===== src/rtl/lts_pkg.sv =====
package lts_pkg;

  localparam logic [7:0] CH_COMMA  = 8'hBC;
  localparam logic [7:0] CH_MFOPEN = 8'h1C;
  localparam logic [7:0] CH_MFEND  = 8'h7C;
  localparam logic [7:0] CH_CFGMK  = 8'h9C;

  typedef enum logic [1:0] {
    PH_COMMA = 2'd0,
    PH_ALIGN = 2'd1,
    PH_DATA  = 2'd2
  } phase_t;

  typedef struct packed {
    logic       comma;
    logic       open;
    logic       close;
    logic       marker;
    logic       cfg;
    logic       fill;
    logic       user;
    logic [7:0] pos;
  } strobe_t;

endpackage


===== src/rtl/lts_ctrl.sv =====
module lts_ctrl
  import lts_pkg::*;
#(
  parameter int FRAME_OCTETS = 2,
  parameter int FRAME_COUNT  = 4,
  parameter int CFG_OCTETS   = 4
) (
  input  logic    clk,
  input  logic    rstN,
  input  logic    syncReqN,
  output strobe_t ctl
);

  localparam int MF_LEN = FRAME_OCTETS * FRAME_COUNT;
  localparam int PW     = (MF_LEN > 1) ? $clog2(MF_LEN) : 1;
  localparam logic [PW-1:0] POS_LAST   = PW'(MF_LEN - 1);
  localparam logic [PW-1:0] POS_CFGEND = PW'(CFG_OCTETS + 2);

  phase_t        state;
  logic [PW-1:0] mfPos;
  logic [1:0]    alignMf;
  logic          atLast;
  logic          atFirst;

  assign atLast  = (mfPos == POS_LAST);
  assign atFirst = (mfPos == '0);

  always_ff @(posedge clk) begin
    if (!rstN) begin
      state   <= PH_COMMA;
      mfPos   <= '0;
      alignMf <= '0;
    end else begin
      mfPos <= atLast ? '0 : mfPos + 1'b1;
      unique case (state)
        PH_COMMA: begin
          if (syncReqN && atLast) begin
            state   <= PH_ALIGN;
            alignMf <= '0;
          end
        end
        PH_ALIGN: begin
          if (!syncReqN) begin
            state <= PH_COMMA;
          end else if (atLast) begin
            if (alignMf == 2'd3) state <= PH_DATA;
            else                 alignMf <= alignMf + 2'd1;
          end
        end
        PH_DATA: begin
          if (!syncReqN) state <= PH_COMMA;
        end
        default: state <= PH_COMMA;
      endcase
    end
  end

  always_comb begin
    ctl     = '0;
    ctl.pos = 8'(mfPos);
    if (!syncReqN || state == PH_COMMA) begin
      ctl.comma = 1'b1;
    end else if (state == PH_DATA) begin
      ctl.user = 1'b1;
    end else if (atFirst) begin
      ctl.open = 1'b1;
    end else if (atLast) begin
      ctl.close = 1'b1;
    end else if (alignMf == 2'd1 && mfPos == PW'(1)) begin
      ctl.marker = 1'b1;
    end else if (alignMf == 2'd1 && mfPos >= PW'(2) && mfPos < POS_CFGEND) begin
      ctl.cfg = 1'b1;
    end else begin
      ctl.fill = 1'b1;
    end
  end

  // alignment is entered only at a multiframe boundary
  a_r3_align_on_boundary: assert property (@(posedge clk) disable iff (!rstN)
    $rose(state == PH_ALIGN) |-> atFirst);

  // exactly one octet kind is chosen per clock
  a_r2_one_kind: assert property (@(posedge clk) disable iff (!rstN)
    $countones({ctl.comma, ctl.open, ctl.close, ctl.marker, ctl.cfg, ctl.fill, ctl.user}) == 1);

  // data phase is reached only straight from alignment
  a_r6_data_from_align: assert property (@(posedge clk) disable iff (!rstN)
    $rose(state == PH_DATA) |-> ($past(state) == PH_ALIGN && $past(alignMf) == 2'd3));

endmodule


===== src/rtl/lts_datapath.sv =====
module lts_datapath
  import lts_pkg::*;
#(
  parameter int FRAME_OCTETS = 2,
  parameter int FRAME_COUNT  = 4,
  parameter int SCRAMBLE     = 1
) (
  input  logic       clk,
  input  logic       rstN,
  input  strobe_t    ctl,
  input  logic [7:0] userOctet,
  output logic [7:0] txOctet,
  output logic       txCtrl,
  output logic       userPhase,
  output logic       scramblerOn
);

  function automatic logic [7:0] cfgByte(input logic [7:0] idx);
    case (idx)
      8'd0:    return 8'(FRAME_OCTETS - 1);
      8'd1:    return 8'(FRAME_COUNT - 1);
      8'd2:    return (SCRAMBLE != 0) ? 8'd1 : 8'd0;
      default: return idx;
    endcase
  endfunction

  always_ff @(posedge clk) begin
    if (!rstN) begin
      txOctet   <= CH_COMMA;
      txCtrl    <= 1'b1;
      userPhase <= 1'b0;
    end else begin
      userPhase <= ctl.user;
      if (ctl.comma) begin
        txOctet <= CH_COMMA;
        txCtrl  <= 1'b1;
      end else if (ctl.open) begin
        txOctet <= CH_MFOPEN;
        txCtrl  <= 1'b1;
      end else if (ctl.close) begin
        txOctet <= CH_MFEND;
        txCtrl  <= 1'b1;
      end else if (ctl.marker) begin
        txOctet <= CH_CFGMK;
        txCtrl  <= 1'b1;
      end else if (ctl.cfg) begin
        txOctet <= cfgByte(ctl.pos - 8'd2);
        txCtrl  <= 1'b0;
      end else if (ctl.user) begin
        txOctet <= userOctet;
        txCtrl  <= 1'b0;
      end else begin
        txOctet <= ctl.pos;
        txCtrl  <= 1'b0;
      end
    end
  end

  generate
    if (SCRAMBLE != 0) begin : g_scr
      always_ff @(posedge clk) begin
        if (!rstN) scramblerOn <= 1'b0;
        else       scramblerOn <= ctl.user;
      end
    end else begin : g_noscr
      assign scramblerOn = 1'b0;
    end
  endgenerate

  // scrambling never covers non-user octets
  a_r7_scr_only_user: assert property (@(posedge clk) disable iff (!rstN)
    scramblerOn |-> userPhase);

  // user data always follows a closing multiframe character
  a_r6_user_after_close: assert property (@(posedge clk) disable iff (!rstN)
    $rose(userPhase) |-> ($past(txOctet) == CH_MFEND && $past(txCtrl)));

endmodule


===== src/rtl/octet_lane_sequencer.sv =====
module octet_lane_sequencer
  import lts_pkg::*;
#(
  parameter int FRAME_OCTETS = 2,
  parameter int FRAME_COUNT  = 4,
  parameter int CFG_OCTETS   = 4,
  parameter int SCRAMBLE     = 1
) (
  input  logic       clk,
  input  logic       rstN,
  input  logic       syncReqN,
  input  logic [7:0] userOctet,
  output logic [7:0] txOctet,
  output logic       txCtrl,
  output logic       userPhase,
  output logic       scramblerOn
);

  strobe_t ctl;

  lts_ctrl #(
    .FRAME_OCTETS(FRAME_OCTETS),
    .FRAME_COUNT (FRAME_COUNT),
    .CFG_OCTETS  (CFG_OCTETS)
  ) u_ctrl (
    .clk     (clk),
    .rstN    (rstN),
    .syncReqN(syncReqN),
    .ctl     (ctl)
  );

  lts_datapath #(
    .FRAME_OCTETS(FRAME_OCTETS),
    .FRAME_COUNT (FRAME_COUNT),
    .SCRAMBLE    (SCRAMBLE)
  ) u_dp (
    .clk        (clk),
    .rstN       (rstN),
    .ctl        (ctl),
    .userOctet  (userOctet),
    .txOctet    (txOctet),
    .txCtrl     (txCtrl),
    .userPhase  (userPhase),
    .scramblerOn(scramblerOn)
  );

  // a request seen on an edge forces a comma out of that edge
  a_r2_comma_on_request: assert property (@(posedge clk) disable iff (!rstN)
    !syncReqN |=> (txCtrl && txOctet == CH_COMMA && !userPhase));

endmodule


===== config.mk =====
export PLATFORM = sky130hd
export DESIGN_NAME = octet_lane_sequencer
export DESIGN_NICKNAME = d
export VERILOG_FILES = /design/src/rtl/lts_pkg.sv /design/src/rtl/lts_ctrl.sv /design/src/rtl/lts_datapath.sv /design/src/rtl/octet_lane_sequencer.sv
export SDC_FILE = /design/constraint.sdc
export NUM_CORES = 1
export LEC_CHECK = 0
export BUFFER_PORTS_ARGS = -buffer_cell sky130_fd_sc_hd__buf_2
export CORE_MARGIN = 2
export CORE_UTILIZATION = 45
export CTS_CLUSTER_DIAMETER = 120
export DETAILED_ROUTE_END_ITERATION = 12
export GPL_TIMING_DRIVEN = 1
export PLACE_DENSITY_LB_ADDON = 0.25
export SLEW_MARGIN = 20
export SYNTH_ARGS = -nofsm -noshare
export SYNTH_HDL_FRONTEND = slang
export SYNTH_HIERARCHICAL = 1
export SYNTH_SLANG_ARGS = --single-unit

===== constraint.sdc =====
create_clock -name clk -period 2.6 [get_ports clk]
set_input_delay 0.26 -clock clk [delete_from_list [all_inputs] [get_ports clk]]
set_output_delay 0.26 -clock clk [all_outputs]
set_load 0.01 [all_outputs]

; ---- Word-level counts from Yosys, hierarchy flattened
; Cells that the tools add are included.
[classes]
n_addsub = 3
mul = 0
n_div = 0
order_cmp = 2
n_eq_ne = 15
shift = 0
mux = 30
bitwise = 1
n_reduce_logical = 18
[op_table]
columns = operator, count
row1 = 8-bit 2-to-1 mux, 5
row2 = 2-bit 2-to-1 mux, 10
row3 = 8-bit case mux with 2 select lines, 1
row4 = 8-bit by 1-bit equality test with 1-bit output (second input constant), 1
row5 = 8-bit by 2-bit equality test with 1-bit output (second input constant), 1
row6 = 8-bit logical NOT, 1
row7 = 1-bit 2-to-1 mux, 8
row8 = 6-bit 2-to-1 mux, 1
row9 = 2-bit inequality test (second input constant), 3
row10 = 3-bit by 2-bit inequality test with 1-bit output (second input constant), 2
row11 = 2-bit case mux with 3 select lines, 1
row12 = 2-bit OR reduction, 3
row13 = 5-bit 2-to-1 mux, 1
row14 = 5-bit AND reduction, 1
row15 = 5-bit OR reduction, 1
row16 = 2-bit by 1-bit equality test with 1-bit output (second input constant), 2
row17 = 2-bit equality test (second input constant), 2
row18 = 1-bit logical AND, 4
row19 = 4-bit 2-to-1 mux, 1
row20 = 2-bit by 1-bit inequality test with 1-bit output (second input constant), 2
row21 = 2-bit case mux with 2 select lines, 1
row22 = 4-bit AND reduction, 1
row23 = 4-bit OR reduction, 1
row24 = 3-bit by 2-bit subtractor with 4-bit output (second input constant), 1
row25 = 14 further kinds, 14
[word_totals]
ff_bits = 17
latch_bits = 0
ram_bits = 0
mem_bits_ro = 0
input_bits = 11
output_inout_bits = 11
word_cells = 77
memories = 0

; ---- Longest topological paths before layout
[logic_depth]
word_depth = 14
ltp_mapped = 11
depth_no_buf = 10

; ---- Hierarchy
; Netlist, hierarchy kept.
[modules_own_cells]
columns = module, n_inst, cells_each, area_per_inst_um2, seq_area_each_um2
row1 = lts_datapath, 1, 90, 685.7, 200.2
row2 = lts_ctrl, 1, 57, 479.2, 140.1

; ---- Worst setup path after synthesis
; No wires, ideal clock.
[synth_path]
path_type = reg-to-reg
startpoint = register u_ctrl.mfPos[1]
endpoint = register u_dp.txOctet[5]
setup_time_ns = 0.114
arrival_ns = 2.117
required_ns = 2.486
path_slack_ns = 0.369
stages_incl_launch_ff = 12
n_path_buf = 1
synth_period_minus_slack_ns = 2.231
cell_sequence = dfxtp_1 -> inv_1 -> ha_1 -> nand2b_1 -> nand3_1 -> nor4_1 -> clkbuf_1 -> nand2b_1 -> inv_1 -> a222oi_1 -> o21bai_1 -> a21o_1
[synth_lines]
columns = item, line_no
row1 = "start, declared", lts_ctrl.sv:20  ; logic [PW-1:0] mfPos;
row2 = "start signal, assigned", lts_ctrl.sv:34  ; mfPos <= atLast ? '0 : mfPos + 1'b1;
row3 = "end signal, assigned", lts_datapath.sv:47  ; txOctet <= cfgByte(ctl.pos - 8'd2);
row4 = "end signal, assigned", lts_datapath.sv:50  ; txOctet <= userOctet;
row5 = "end signal, assigned", lts_datapath.sv:53  ; txOctet <= ctl.pos;
row6 = "end, declared", lts_datapath.sv:12  ; output logic [7:0] txOctet,

==> metrics.txt <==
hold bufs inserted after CTS=0; VDD IR max=0.2191 mV; Post-Synthesis Cell Area=0.001147 mm2; Slew Limit Fails=0; warnings from Yosys=6; CTS clk-pin slew, worst paths=0.12 ns; Syn Area/Cell=7.913 um2; Cells after DPL=192; die area=0.002970 mm2; Min Clock Period, post-route=2.312 ns; vias per cell=5.439; Setup TNS=0 ns; Non-Filler Instances=196; I/O pin count=22; smallest hold slack=0.2410 ns; port bufs=21; RSZ-0062 raised after global routing=no; Hold Fails Final Rpt=0; Post-DP HPWL=1869 um; starting density of the core=46.74%; MaxCap Viol Count=0; via count=1,066; met3 WL=130 um; post-cts sizing count=0; P&R area growth vs syn=12.43%; Antenna diodes=0; CTS sink count=17; crit start category=register; Crit Path Max Fanout=8; status=complete, no violations; Post CTS Setup Buffer Count=0; Critical Path RT=2.81 ns; Post-DP Area=0.001262 mm2; CTS tree=built; Metal-1 WL=1242 um; GR Overflow Total=0; TritonCTS Buffers=3; Clock Skew=0.01769 ns; vias in the first global route=910; die width=54.50 um; Power Dens Cells=392.1 mW/mm2; worst slew pin tran=0.8096 ns; slew margin rel.=45.53%; setup violation total in the final timing report=0; post-route cell area=0.001290 mm2; post-route ant nets=0; wirelength, routed=2424 um; Core ar.=0.002455 mm2; wire per inst=12.37 um; Worst-Skew Late Latency=0.30 ns; Pre-antenna DRT Iters=4; fin nets=185; pin count of the biggest net entering global routing=18; cell row count=18; CP Capture Type=register; Place WS=0.3428 ns; WS Path Type=register to register; gpl congestion=0.8583; Clock Path Buffers=2; Top Layer Used=met4; Hold Crit Class=primary input to register; P_leak=0.5552 nW; share of cells above drive strength 1=22.89%; first-pass GRT wire length=3815 um; Final WS setup=0.2881 ns; Max Fclk=432.5 MHz; die height=54.50 um; initial DRC count=30; worst path arrival time=2.52 ns; Mapped Cells=145; Root Driver=clkbuf_4; Final Cycle Share=88.92%; DR WL met2=1043 um; GRT Total Usage=17.42%; H-tree depth=1; initial antenna violation count=0; Remaining DRCs=0; fillers=239
critical path, stage by stage, from the launching register on:
cell and delay [ns]:
dfxtp_1 0.48, inv_1 0.11, ha_1 0.20, nand2b_1 0.10, nand3_1 0.13, nor4_2 0.30
nand2b_1 0.23, inv_1 0.07, a222oi_1 0.31, o21bai_1 0.11, a21o_1 0.19
area by class of cell:
class | count | area (um2) | share of cell area [%]
Timing Repair Buffer | 24 | 127.6 | 9.893
Clock buffer | 3 | 22.52 | 1.746
Inverter | 14 | 52.55 | 4.074
Tap cell | 30 | 37.54 | 2.910
Clock inverter | 1 | 5.005 | 0.3880
Sequential cell | 17 | 340.3 | 26.38
Multi-Input combinational cell | 107 | 704.4 | 54.61
cells in the final DEF (no fill, tap or decap), drive strengths merged, types with 2 or more instances in the layout:
| cell | n |
|---|---|
| buf | 24 |
| dfxtp | 17 |
| inv | 14 |
| nand2 | 13 |
| o21ai | 13 |
| nor2 | 9 |
| ha | 7 |
| nand2b | 6 |
| conb | 5 |
| nand3 | 4 |
| a21oi | 4 |
| clkbuf | 3 |
| mux2i | 3 |
| and3 | 3 |
| nor2b | 3 |
| a211oi | 3 |
| o21bai | 3 |
| nor4 | 3 |
| nor3 | 3 |
| nand3b | 2 |
| and2 | 2 |
| a21o | 2 |
| or2 | 2 |
| or4b | 2 |
path summary, 6_finish.rpt:
check	start	end	depth (start not counted)	slack [ns]
worst max-delay path	u_ctrl/mfPos[1]	u_dp/txOctet[5]	10	0.29
worst min-delay path	syncReqN	u_ctrl/state[1]	3	0.24
worst max register to register	u_ctrl/mfPos[1]	u_dp/txOctet[5]	10	0.29
worst min register to register	u_ctrl/alignMf[1]	u_ctrl/alignMf[1]	2	0.50
metal layers:
layer / global-route usage (%) / vias to the layer above
met5: 0 / -
met4: 4.167 / 0
met3: 3.279 / 2
met2: 28.51 / 41
met1: 23.47 / 485
li1: - / 538
power by group:
part / switching (mW) / leakage (nW) / total (mW) / internal [mW]
Clock: 0.0898 / 0.0177 / 0.147 / 0.0572
Sequential: 0.00826 / 0.138 / 0.273 / 0.264
Combinational: 0.0483 / 0.400 / 0.0861 / 0.0378
Total: 0.146 / 0.555 / 0.506 / 0.359
metrics by stage:
| stage | util [%] | total power, mW |
|---|---|---|
| 5_1_grt | 52.55 | 0.5339 |
| 6_report | 52.55 | 0.5058 |
| 4_1_cts | 52.55 | 0.5047 |
| 3_5_place_dp | 51.43 | 0.3590 |
| 3_3_place_gp | 51.43 | 0.3566 |
| 2_1_floorplan | - | 0.3425 |
registers in the layout, indices dropped and copies added, names as in the netlist:
signal	flops
u_dp/txCtrl	1
u_ctrl/alignMf	2
u_ctrl/mfPos	3
u_ctrl/state	2
u_dp/txOctet	8
u_dp/scramblerOn	1
No activity file was read; power rests on OpenSTA's default activity.
